$ cat config.mk
export PLATFORM = sky130hd
export DESIGN_NAME = altcap_unit
export DESIGN_NICKNAME = d
export VERILOG_FILES = /design/src/rtl/altcap_pkg.sv /design/src/rtl/altcap_sync.sv /design/src/rtl/altcap_seq.sv /design/src/rtl/altcap_bank.sv /design/src/rtl/altcap_unit.sv
export SDC_FILE = /design/constraint.sdc
export NUM_CORES = 1
export LEC_CHECK = 0
export ABC_AREA = 1
export BUFFER_PORTS_ARGS = -buffer_cell sky130_fd_sc_hd__buf_2
export CAP_MARGIN = 20
export CORE_AREA = 2 2 72 74
export DETAILED_ROUTE_END_ITERATION = 12
export DIE_AREA = 0 0 74 76
export SKIP_CTS_REPAIR_TIMING = 1
export SLEW_MARGIN = 10
export SYNTH_ARGS = -nofsm -noshare
export SYNTH_HDL_FRONTEND = slang
export SYNTH_SLANG_ARGS = --single-unit
$ cat constraint.sdc
create_clock -name clk -period 2.57 [get_ports clk]
set_clock_uncertainty 0.15 [all_clocks]
set_input_delay 0.3855 -clock clk [delete_from_list [all_inputs] [get_ports clk]]
set_output_delay 0.3855 -clock clk [all_outputs]
set_load 0.01 [all_outputs]
$ cat src/rtl/altcap_pkg.sv
package altcap_pkg;

    typedef enum logic [1:0] {
        ST_OFF  = 2'd0,
        ST_PTR0 = 2'd1,
        ST_PTR1 = 2'd2
    } cap_state_e;

    typedef enum logic {
        SEL_R0 = 1'b0,
        SEL_R1 = 1'b1
    } cap_sel_e;

endpackage

$ cat src/rtl/altcap_sync.sv
module altcap_sync #(
    parameter int STAGES = 2
) (
    input  logic clk,
    input  logic rst_n,
    input  logic din,
    output logic rise
);
    // STAGES synchroniser flops plus one history flop for edge detection
    localparam int DEPTH = STAGES + 1;

    logic [DEPTH-1:0] pipe_q;

    always_ff @(posedge clk or negedge rst_n) begin
        if (!rst_n) begin
            pipe_q[0] <= 1'b0;
        end else begin
            pipe_q[0] <= din;
        end
    end

    for (genvar i = 1; i < DEPTH; i++) begin : g_stage
        always_ff @(posedge clk or negedge rst_n) begin
            if (!rst_n) begin
                pipe_q[i] <= 1'b0;
            end else begin
                pipe_q[i] <= pipe_q[i-1];
            end
        end
    end

    assign rise = pipe_q[STAGES-1] & ~pipe_q[STAGES];

endmodule

$ cat src/rtl/altcap_seq.sv
module altcap_seq
    import altcap_pkg::*;
(
    input  logic     clk,
    input  logic     rst_n,
    input  logic     bival_en,
    input  logic     mode_act,
    input  logic     event_in,
    output logic     cap_fire,
    output cap_sel_e cap_sel
);
    cap_state_e state_q;
    cap_state_e state_d;

    assign cap_fire = mode_act & event_in;

    // state register
    always_ff @(posedge clk or negedge rst_n) begin
        if (!rst_n) begin
            state_q <= ST_OFF;
        end else begin
            state_q <= state_d;
        end
    end

    // next state: T_DISABLE, T_TO1, T_TO0, T_ARM, T_HOLD
    always_comb begin
        state_d = state_q;
        if (!bival_en) begin
            state_d = ST_OFF;
        end else if (cap_fire) begin
            state_d = (cap_sel == SEL_R0) ? ST_PTR1 : ST_PTR0;
        end else if (state_q == ST_OFF) begin
            state_d = ST_PTR0;
        end
    end

    // outputs
    always_comb begin
        cap_sel = SEL_R0;
        unique case (state_q)
            ST_OFF:  cap_sel = SEL_R0;
            ST_PTR0: cap_sel = SEL_R0;
            ST_PTR1: cap_sel = SEL_R1;
            default: cap_sel = SEL_R0;
        endcase
    end

endmodule

$ cat src/rtl/altcap_bank.sv
module altcap_bank #(
    parameter int W    = 16,
    parameter int NREG = 2
) (
    input  logic                clk,
    input  logic                rst_n,
    input  logic [W-1:0]        cnt_val,
    input  logic                cap_fire,
    input  logic                sel,
    input  logic                irq_ack,
    input  logic                irq_and_sel,
    output logic [NREG*W-1:0]   regs_flat,
    output logic [NREG-1:0]     flags,
    output logic                irq
);
    for (genvar i = 0; i < NREG; i++) begin : g_reg
        logic          hit;
        logic [W-1:0]  val_q;
        logic          flag_q;

        assign hit = cap_fire && (sel == i[0]);

        always_ff @(posedge clk or negedge rst_n) begin
            if (!rst_n) begin
                val_q  <= '0;
                flag_q <= 1'b0;
            end else begin
                if (hit) begin
                    val_q <= cnt_val;
                end
                if (hit) begin
                    flag_q <= 1'b1;
                end else if (irq_ack) begin
                    flag_q <= 1'b0;
                end
            end
        end

        assign regs_flat[i*W +: W] = val_q;
        assign flags[i]            = flag_q;
    end

    assign irq = irq_and_sel ? (&flags) : (|flags);

endmodule

$ cat src/rtl/altcap_unit.sv
module altcap_unit
    import altcap_pkg::*;
#(
    parameter int CNT_W = 16
) (
    input  logic             clk,
    input  logic             rst_n,
    input  logic [CNT_W-1:0] cnt_val,
    input  logic             ext_in,
    input  logic             sw_cap,
    input  logic             bival_en,
    input  logic             reg0_cap_en,
    input  logic             irq_and_sel,
    input  logic             irq_ack,
    output logic [CNT_W-1:0] cap0_val,
    output logic [CNT_W-1:0] cap1_val,
    output logic             irq
);
    localparam int NREG = 2;

    logic               ext_rise;
    logic               mode_act;
    logic               cap_fire;
    cap_sel_e           cap_sel;
    logic [NREG*CNT_W-1:0] regs_flat;
    logic [NREG-1:0]    flags_w;

    assign mode_act = bival_en & reg0_cap_en;

    altcap_sync #(.STAGES(2)) u_sync (
        .clk  (clk),
        .rst_n(rst_n),
        .din  (ext_in),
        .rise (ext_rise)
    );

    altcap_seq u_seq (
        .clk     (clk),
        .rst_n   (rst_n),
        .bival_en(bival_en),
        .mode_act(mode_act),
        .event_in(sw_cap | ext_rise),
        .cap_fire(cap_fire),
        .cap_sel (cap_sel)
    );

    altcap_bank #(.W(CNT_W), .NREG(NREG)) u_bank (
        .clk        (clk),
        .rst_n      (rst_n),
        .cnt_val    (cnt_val),
        .cap_fire   (cap_fire),
        .sel        (cap_sel == SEL_R1),
        .irq_ack    (irq_ack),
        .irq_and_sel(irq_and_sel),
        .regs_flat  (regs_flat),
        .flags      (flags_w),
        .irq        (irq)
    );

    assign cap0_val = regs_flat[0 +: CNT_W];
    assign cap1_val = regs_flat[CNT_W +: CNT_W];

endmodule

Word level (Yosys, flattened, before mapping)
Index checks and enable logic that the tools add are counted.
{"block": "word_totals", "ff_bits": 39, "input_bits": 24, "out_inout_bits": 33, "word_cells": 32}
{"block": "op_classes", "eq_ne": 2, "n_mux": 9, "n_bitwise": 6, "n_reduce_logical": 7}
{"operator": "2-to-1 mux 2 bit", "n": 4}
{"operator": "2-to-1 mux 1 bit", "n": 5}
{"operator": "nonzero test 2 bit", "n": 2}
{"operator": "bitwise AND 1 bit", "n": 3}
{"operator": "!= test 3 x 1 -> 1 bit (second input constant)", "n": 1}
{"operator": "== test 2 bit (second input constant)", "n": 1}
{"operator": "logical AND 1 bit", "n": 2}
{"operator": "logical NOT 2 bit", "n": 1}
{"operator": "inverter 1 bit", "n": 2}
{"operator": "AND reduction 2 bit", "n": 1}
{"operator": "OR reduction 2 bit", "n": 1}
{"operator": "bitwise OR 1 bit", "n": 1}

Longest topological paths before layout
Gate-level depths: netlist (run 1).
{"block": "depth", "word_depth": 6, "ltp_mapped": 7, "mapped_depth_nobuf": 6}

Hierarchy
A second synthesis (run 1) with hierarchy kept.
{"block": "unflattened", "cells_unflattened": 175, "area_unflattened_um2": 1626.6}
{"module": "altcap_bank", "n_inst": 1, "cells_per_inst": 151, "area_per_inst_um2": 1412.6, "seq_area_each_um2": 850.8}
{"module": "altcap_seq", "n_inst": 1, "cells_per_inst": 14, "area_per_inst_um2": 110.1, "seq_area_each_um2": 50.0}
{"module": "altcap_sync", "n_inst": 1, "cells_per_inst": 5, "area_per_inst_um2": 85.1, "seq_area_each_um2": 75.1}
{"module": "altcap_unit", "n_inst": 1, "cells_per_inst": 5, "area_per_inst_um2": 18.8, "seq_area_each_um2": 0.0}

Worst setup path after synthesis (run 1)
No wires, ideal clock.
{"block": "synth_timing", "path_type": "reg-to-reg", "startpoint": "register u_seq.state_q[0]", "endpoint": "register u_bank.g_reg[1].val_q[10]", "setup_time_ns": 0.117, "arrival_ns": 0.947, "required_ns": 2.303, "slack_ns": 1.356, "stages_incl_launch_ff": 8, "n_path_buf": 1, "synth_period_minus_slack_ns": 1.214, "cell_sequence": "dfrtp_1 -> inv_1 -> nand2_4 -> inv_6 -> nand3_4 -> buf_6 -> nand2_1 -> nand2_1"}
{"block": "synth_between", "elab_chain_cells": 3}
{"item": "start, declared", "line_no": "altcap_seq.sv:12", "rtl": "cap_state_e state_q;"}
{"item": "start signal, assigned", "line_no": "altcap_seq.sv:22", "rtl": "state_q <= state_d;"}
{"item": "== test 2 bit", "line_no": "altcap_seq.sv:41", "rtl": "unique case (state_q)"}
{"item": "2-to-1 mux 1 bit", "line_no": "altcap_seq.sv:41"}
{"item": "logical AND 1 bit", "line_no": "altcap_bank.sv:21", "rtl": "assign hit = cap_fire && (sel == i[0]);"}
{"item": "end signal, assigned", "line_no": "altcap_bank.sv:29", "rtl": "val_q <= cnt_val;"}
{"item": "end, declared", "line_no": "altcap_bank.sv:18", "rtl": "logic [W-1:0] val_q;"}
Every way passes these cells.
A chain may end at the register's enable or synchronous reset.

Worst setup path after layout (run 1)
{"block": "layout_timing", "startpoint": "register u_sync.pipe_q[2]", "endpoint": "register u_bank.g_reg[0].val_q[0]"}
{"block": "layout_between", "elab_chain_cells": 5}
{"item": "start, declared", "line_no": "altcap_sync.sv:12", "rtl": "logic [DEPTH-1:0] pipe_q;"}
{"item": "start signal, assigned by index", "line_no": "altcap_sync.sv:27", "rtl": "pipe_q[i] <= pipe_q[i-1];"}
{"item": "inverter 1 bit", "line_no": "altcap_sync.sv:32", "rtl": "assign rise = pipe_q[STAGES-1] & ~pipe_q[STAGES];"}
{"item": "bitwise AND 1 bit", "line_no": "altcap_sync.sv:32"}
{"item": "bitwise OR 1 bit", "line_no": "altcap_unit.sv:42", "rtl": ".event_in(sw_cap | ext_rise),"}
{"item": "bitwise AND 1 bit", "line_no": "altcap_seq.sv:15", "rtl": "assign cap_fire = mode_act & event_in;"}
{"item": "logical AND 1 bit", "line_no": "altcap_bank.sv:21"}
{"item": "end signal, assigned", "line_no": "altcap_bank.sv:29"}
{"item": "end, declared", "line_no": "altcap_bank.sv:18"}
Every way passes these cells.

==> results of run 1 <==
-- cells in the mapped netlist --
library cell | n | area share (%)
nand2_1 | 70 | 16
dfrtp_1 | 39 | 60
nand4_1 | 32 | 12
buf_2 | 7 | 2.1
inv_1 | 5 | 1.2
a21oi_1 | 2 | 0.61
buf_6 | 2 | 1.4
nand2_4 | 2 | 1.4
nand3_4 | 2 | 2.1
nor2_1 | 2 | 0.46
buf_4 | 1 | 0.46
clkinv_2 | 1 | 0.31
inv_6 | 1 | 0.54
nand3_1 | 1 | 0.31
o21ai_0 | 1 | 0.31
o21ai_2 | 1 | 0.54
-- cell usage in the layout, fill, tap and decap left out, drive strengths merged --
cell / netlist / final
clkbuf: 0 / 6
a21oi: 2 / 2
nand3: 3 / 3
buf: 10 / 56
nand4: 32 / 32
o21ai: 2 / 2
inv: 6 / 6
nand2: 72 / 72
clkinv: 1 / 1
dfrtp: 39 / 39
nor2: 2 / 2
-- sequential cells by signal, summed over array words and instances (netlist names) --
register,count
u_bank.g.val_q,32
u_sync.pipe_q,3
u_bank.g.flag_q,2
u_seq.state_q,2
-- worst paths after layout --
path	slack, ns	cells after the start	to	startpoint
min in group asynchronous	0.06	1	u_bank.g_reg[1].val_q[11]	rst_n
min	0.05	1	u_sync.pipe_q[0]	ext_in
max in group asynchronous	1.66	1	u_bank.g_reg[1].flag_q	rst_n
max	1.03	6	u_bank.g_reg[0].val_q[0]	u_sync.pipe_q[2]
max reg2reg	1.03	6	u_bank.g_reg[0].val_q[0]	u_sync.pipe_q[2]
min reg2reg	0.20	0	u_sync.pipe_q[1]	u_sync.pipe_q[0]
-- layout make-up --
type	instances	area (sq um)
Clock buffer	6	72.6
Timing Repair Buffer	56	280
Sequential cell	39	976
Multi-Input combinational cell	113	557
Tap cell	70	87.6
Fill cell	517	2910
Inverter	7	32.5
-- cell families (layout without fill, tap and decap cells) --
kind of cell	count (synthesis)	after routing	synth area share, %
DFF	39	39	59.9
AOI/OAI and AO/OA	4	4	1.46
and+or+nand+nor	109	109	32.7
buffers and inverters	17	69	5.99
-- power groups by stage --
stage,clock (W),sequential (W),combinational [W]
after floorplan,0,0.000886,0.000148
after global placement,0,0.000828,0.000392
after detailed placement,0,0.000828,0.000399
after CTS,0.000392,0.000818,0.000398
after global routing,0.000412,0.000834,0.000444
final,0.000381,0.000816,0.000390
-- worst max-delay path: stages, from the launching register on --
cell	delay [ns]
dfrtp_1	0.36
inv_1	0.05
nand2_1	0.07
nand2_4	0.31
nand3_4	0.30
nand2_1	0.12
nand2_1	0.06
-- stage by stage --
step,instance area [sq um],util (%),power (W)
after floorplan,1630,-,0.00103
after global placement,1930,39.4,0.00122
after detailed placement,1930,39.4,0.00123
after CTS,2010,40.8,0.00161
after global routing,2010,40.8,0.00169
final,2010,40.8,0.00159
-- routing by layer --
| layer | up-vias | wire (um) | global-route usage [%] |
|---|---|---|---|
| met1 | 591 | 1760 | 20.3 |
| met5 | - | 0 | 0 |
| met3 | 6 | 284 | 5.42 |
| li1 | 678 | - | - |
| met2 | 51 | 1560 | 19.9 |
| met4 | 0 | 49 | 4.36 |
==> tab_implementation.tex, run 1 <==
\begin{tabular}{lr}
\hline
Metric & Value \\
\hline
\multicolumn{2}{l}{\textbf{Timing}} \\
Setup repair after global routing missed its margin & no \\
Final hold slack & 0.0487 ns \\
Final cycle utilization of the critical path & about three fifths \\
Worst slew pin tran & a little under 0.9 ns \\
Worst setup slack after layout & about 1.0 ns \\
Fin crit period & between 1.5 and 2 ns \\
Fmax & 651 MHz \\
Max-slew violation count & 0 \\
Headroom to the max-slew limit & between 40\% and 50\% \\
Summed negative setup slack over all endpoints & 0 ns \\
Total of endpoints with negative setup slack in the final report & 0 \\
Endpoints failing hold & 0 \\
\multicolumn{2}{l}{\textbf{Layout}} \\
Area growth from synthesis to layout & 23.0\% \\
Final standard cell count with taps included and fillers excluded & roughly 290 \\
Count of antenna diodes in the layout & 0 \\
Share of final-layout standard cells stronger than drive strength 1 & 30.8\% \\
Net count reported at finish & approximately 250 \\
\multicolumn{2}{l}{\textbf{Synthesis}} \\
Proportion of synthesized chip area in sequential cells & about 60\% \\
Synthesized netlist net count & around 190 \\
Gate count after technology mapping & 169 \\
Count of unique library cells instantiated by Yosys & 16 \\
Number of warnings issued by yosys & 0 \\
Mapped cell area & roughly 1600 sq um \\
Syn Area/Cell & around 9.6 sq um \\
\#FFs+latches synth & 39 \\
\multicolumn{2}{l}{\textbf{Run status}} \\
Run status & complete, no violations \\
\multicolumn{2}{l}{\textbf{Clock network}} \\
TritonCTS Buffers & 5 \\
Sinks on the clock net & 39 \\
Cell chosen for the clock root & clkbuf\_8 \\
Clock Path Buffers & 2 \\
Depth of the CTS H-tree & 2 \\
Worst-path clk slew & 0.07 ns \\
TritonCTS clock tree & built \\
Source-to-sink clock delay at the later pin of the worst-skew pair & roughly 0.29 ns \\
\multicolumn{2}{l}{\textbf{Detailed routing}} \\
Initial DRC Count & a little under 100 \\
Via density & 4.56 \\
Wire per inst & around 13 um \\
Count of unresolved DRC violations after routing & 0 \\
Post-route ant nets & 0 \\
Via count & approximately 1300 \\
Sum of routed wire length over all layers & 3.66 mm \\
Number of detailed-routing iterations run before antenna repair & 4 \\
\multicolumn{2}{l}{\textbf{Power}} \\
Reg power frac & 51.4\% \\
Relative contribution of the clock network to total power & between 20\% and 30\% \\
Cell internal pwr & 0.00108 W \\
Switching component of the power & between 0.0005 and 0.0006 W \\
Highest ir drop seen on vdd & roughly 0.37 mV \\
Switching portion of total power & 31.8\% \\
Leakage power of the design & between 1 and 1.5 nW \\
Comb pwr share & between 20 and 25\% \\
Power density normalized to cell area & roughly 790 nW/um\^{}2 \\
\multicolumn{2}{l}{\textbf{Floorplan}} \\
Total Die Area & between 5000 and 6000 sq um \\
Chip Width & 74 um \\
Initial Util & about a third \\
Core Footprint & approximately 4900 sq um \\
Core Rows & 26 \\
Y dimension of the die & about 76 um \\
Number of primary I/O pins & 57 \\
\multicolumn{2}{l}{\textbf{GRT}} \\
Vias in the first global route & around 1200 \\
Pin count of the biggest net entering global routing & 40 \\
Number of antenna violations at the first check in global routing & 0 \\
First-pass GRT wire length & approximately 6.1 mm \\
Global route total overflow & 0 \\
Overall fraction of global-route tracks in use & about 14\% \\
\multicolumn{2}{l}{\textbf{Min path}} \\
Min-delay worst type & in2reg \\
\multicolumn{2}{l}{\textbf{Worst setup path}} \\
Crit path kind & reg2reg \\
Top fanout value on the critical path & 36 \\
Crit start category & register \\
Kind of end point of the critical path & register \\
Req. time, crit path & roughly 2.6 ns \\
Arrival time at the worst endpoint & roughly 1.6 ns \\
\multicolumn{2}{l}{\textbf{Placement}} \\
Number of instances in the placed design & around 290 \\
HPWL reported at the end of detailed placement & about 2.4 mm \\
Place WS & between 0.7 and 0.8 ns \\
Placer's final routability congestion estimate & between 0.7 and 0.8 \\
Number of buffers inserted by port buffering & 56 \\
\multicolumn{2}{l}{\textbf{Run}} \\
Max Cap Viol & 0 \\
\hline
\end{tabular}
Power figures use the tool's default switching activity.
==> run 2: changes to the inputs <==
==> constraint.sdc (replaced) <==
create_clock -name clk -period 1.44 [get_ports clk]
set_clock_uncertainty 0.15 [all_clocks]
set_input_delay 0.216 -clock clk [delete_from_list [all_inputs] [get_ports clk]]
set_output_delay 0.216 -clock clk [all_outputs]
set_load 0.01 [all_outputs]
==> tab_implementation.tex, run 2 (synthesis results as in run 1) <==
\begin{tabular}{lr}
\hline
Metric & Value \\
\hline
\multicolumn{2}{l}{\textbf{Worst setup path}} \\
Endpoint of the lowest-slack register-to-register path & u\_bank.g\_reg[1].val\_q[11] \\
Kind of end point of the critical path & register \\
Launch point of the worst path & u\_seq.state\_q[0] \\
Reg2reg path depth & 6 \\
Crit start category & register \\
Top fanout value on the critical path & 17 \\
Critical-path cell list & inv\_1 -> nand2\_4 -> inv\_6 -> nand3\_4 -> nand2\_1 -> nand2\_1 \\
Req. time, crit path & 1.47 ns \\
Slowest stage cell, crit path & dfrtp\_1 \\
Cell type with the highest occurrence count on the critical path & nand2\_1 \\
Worst stage delay on the critical path & roughly 0.37 ns \\
Critical R2R Launch & u\_seq.state\_q[0] \\
Crit path kind & reg2reg \\
Critical path buffer and inverter count & 2 \\
Family of cells with the greatest summed delay on the critical path & simple AND/OR/NAND/NOR gates \\
Arrival time at the worst endpoint & about 1.4 ns \\
Register-to-Register Setup Slack & around 0.060 ns \\
\multicolumn{2}{l}{\textbf{Layout}} \\
Share of final-layout standard cells stronger than drive strength 1 & around 33\% \\
Area growth from synthesis to layout & 31.5\% \\
Utilization after layout & 43.6\% \\
Count of antenna diodes in the layout & 0 \\
Largest regs & u\_bank.g.val\_q: 32 flops, u\_sync.pipe\_q: 3 flops \\
Largest Register & u\_bank.g.val\_q \\
Filler instances & 510 \\
Most common cell after layout, fill and taps aside & nand2\_1 \\
Combined area of the multi-input logic cells & about 570 sq um \\
Flip-flop count of the largest register after layout & 32 \\
Most used cells in the layout excluding fill and tap cells & nand2\_1 (70), buf\_2 (56), dfrtp\_1 (39) \\
Sequential standard cell area & a little under 1000 sq um \\
Net count reported at finish & approximately 260 \\
Final standard cell count with taps included and fillers excluded & slightly above 300 \\
\multicolumn{2}{l}{\textbf{Placement}} \\
Number of buffers inserted by port buffering & 56 \\
HPWL reported at the end of detailed placement & between 2 and 3 mm \\
Placer's final routability congestion estimate & approximately 0.73 \\
Number of instances in the placed design & between 200 and 300 \\
\multicolumn{2}{l}{\textbf{GRT}} \\
Global-route met2 utilization & between 20\% and 30\% \\
Global route total overflow & 0 \\
Vias in the first global route & $\sim$1300 \\
Met1 GRT Util & about a fifth \\
First-pass GRT wire length & between 6 and 7 mm \\
Pin count of the biggest net entering global routing & 22 \\
Most heavily used metal layer in global routing & met2 \\
Global Route met3 Usage & 4.10\% \\
Number of antenna violations at the first check in global routing & 0 \\
Overall fraction of global-route tracks in use & between 10\% and 20\% \\
\multicolumn{2}{l}{\textbf{Timing}} \\
Max-slew violation count & 0 \\
Endpoints failing hold & 0 \\
Worst slew pin tran & about 0.45 ns \\
Headroom to the max-slew limit & a little over two thirds \\
Final cycle utilization of the critical path & a little over nine tenths \\
Total of endpoints with negative setup slack in the final report & 0 \\
Fin crit period & about 1.4 ns \\
Setup repair after global routing missed its margin & yes \\
Fmax & approximately 720 MHz \\
\multicolumn{2}{l}{\textbf{Floorplan}} \\
Y dimension of the die & 76 um \\
Number of primary I/O pins & 57 \\
Core Footprint & slightly below 5000 sq um \\
Core Rows & 26 \\
Total Die Area & between 5000 and 6000 sq um \\
Chip Width & 74 um \\
Initial Util & 33.2\% \\
\multicolumn{2}{l}{\textbf{Run status}} \\
Run status & complete, no violations \\
\multicolumn{2}{l}{\textbf{Clock network}} \\
Depth of the CTS H-tree & 2 \\
Source-to-sink clock delay at the later pin of the worst-skew pair & just under 0.3 ns \\
Cell chosen for the clock root & clkbuf\_8 \\
Sinks on the clock net & 39 \\
Clock Path Buffers & 2 \\
TritonCTS clock tree & built \\
TritonCTS Buffers & 5 \\
Worst-path clk slew & 0.07 ns \\
\multicolumn{2}{l}{\textbf{Detailed routing}} \\
Via density & between 4 and 5 \\
Wire per inst & $\sim$13 um \\
Count of unresolved DRC violations after routing & 0 \\
Initial DRC Count & 95 \\
Post-route ant nets & 0 \\
Via count & roughly 1400 \\
Sum of routed wire length over all layers & 3.81 mm \\
Number of detailed-routing iterations run before antenna repair & 4 \\
\multicolumn{2}{l}{\textbf{Power}} \\
Power density normalized to cell area & 1390 nW/um\^{}2 \\
Highest ir drop seen on vdd & 0.489 mV \\
Overall Power & between 0.002 and 0.003 W \\
Switching component of the power & 0.000913 W \\
Switching portion of total power & 30.6\% \\
Cell internal pwr & between 0.002 and 0.0025 W \\
Leakage power of the design & 1.18 nW \\
Relative contribution of the clock network to total power & a little over a quarter \\
Comb pwr share & approximately 24\% \\
Reg power frac & about half \\
\multicolumn{2}{l}{\textbf{Min path}} \\
Hold wc startpoint & bival\_en \\
Depth of the worst hold-timing path & 3 \\
End point of the worst hold path & u\_seq.state\_q[0] \\
Min-delay worst type & in2reg \\
\multicolumn{2}{l}{\textbf{Run}} \\
Max Cap Viol & 0 \\
\hline
\end{tabular}
[run 2: metal layers]
| layer | wire length [um] | vias up |
|---|---|---|
| li1 | - | 702 |
| met3 | 235 | 6 |
| met1 | 1790 | 629 |
| met4 | 48 | 0 |
| met5 | 0 | - |
| met2 | 1740 | 48 |
[run 2: area by class of cell]
class | count | area share [%]
timing repair buffer | 65 | 17.7
clock buffer | 8 | 4.67
sequential | 39 | 45.5
tap | 70 | 4.09
inverter | 7 | 1.52
multi-input combinational | 114 | 26.4
[run 2: metrics by stage]
stage                     setup TNS, ns  cell area, sq um  setup WS, ns  hold slack (ns)
after CTS                             0              2100        0.0647           -0.276
after floorplan                       0              1630         0.226           -0.230
final                                 0              2140        0.0598           0.0372
after global placement                0              2000         0.111           0.0348
after detailed placement              0              2000        0.0874           0.0371
after global routing             -0.549              2140       -0.0448           0.0349
[run 2: worst reg2reg max path, delay by kind of cell, from the launching register on]
kind	cells	cell delay, ns
buffers and inverters	2	0.25
DFF	1	0.37
and+or+nand+nor	4	0.51
[run 2: power groups by stage]
stage	Combinational, W	Sequential (W)	Clock, W
6_report	0.000730	0.00146	0.000796
5_1_grt	0.000817	0.00149	0.000862
4_1_cts	0.000731	0.00146	0.000824
3_5_place_dp	0.000728	0.00148	0
3_3_place_gp	0.000716	0.00148	0
2_1_floorplan	0.000264	0.00158	0
[run 2: how the worst max path moves through the flow]
stage                                           end  cells after the start
after global placement     u_bank.g_reg[0].val_q[4]                      6
after floorplan           u_bank.g_reg[1].val_q[10]                      7
after global routing       u_bank.g_reg[0].val_q[4]                      6
final                     u_bank.g_reg[1].val_q[11]                      6
after detailed placement   u_bank.g_reg[1].val_q[2]                      6
after CTS                 u_bank.g_reg[1].val_q[11]                      6
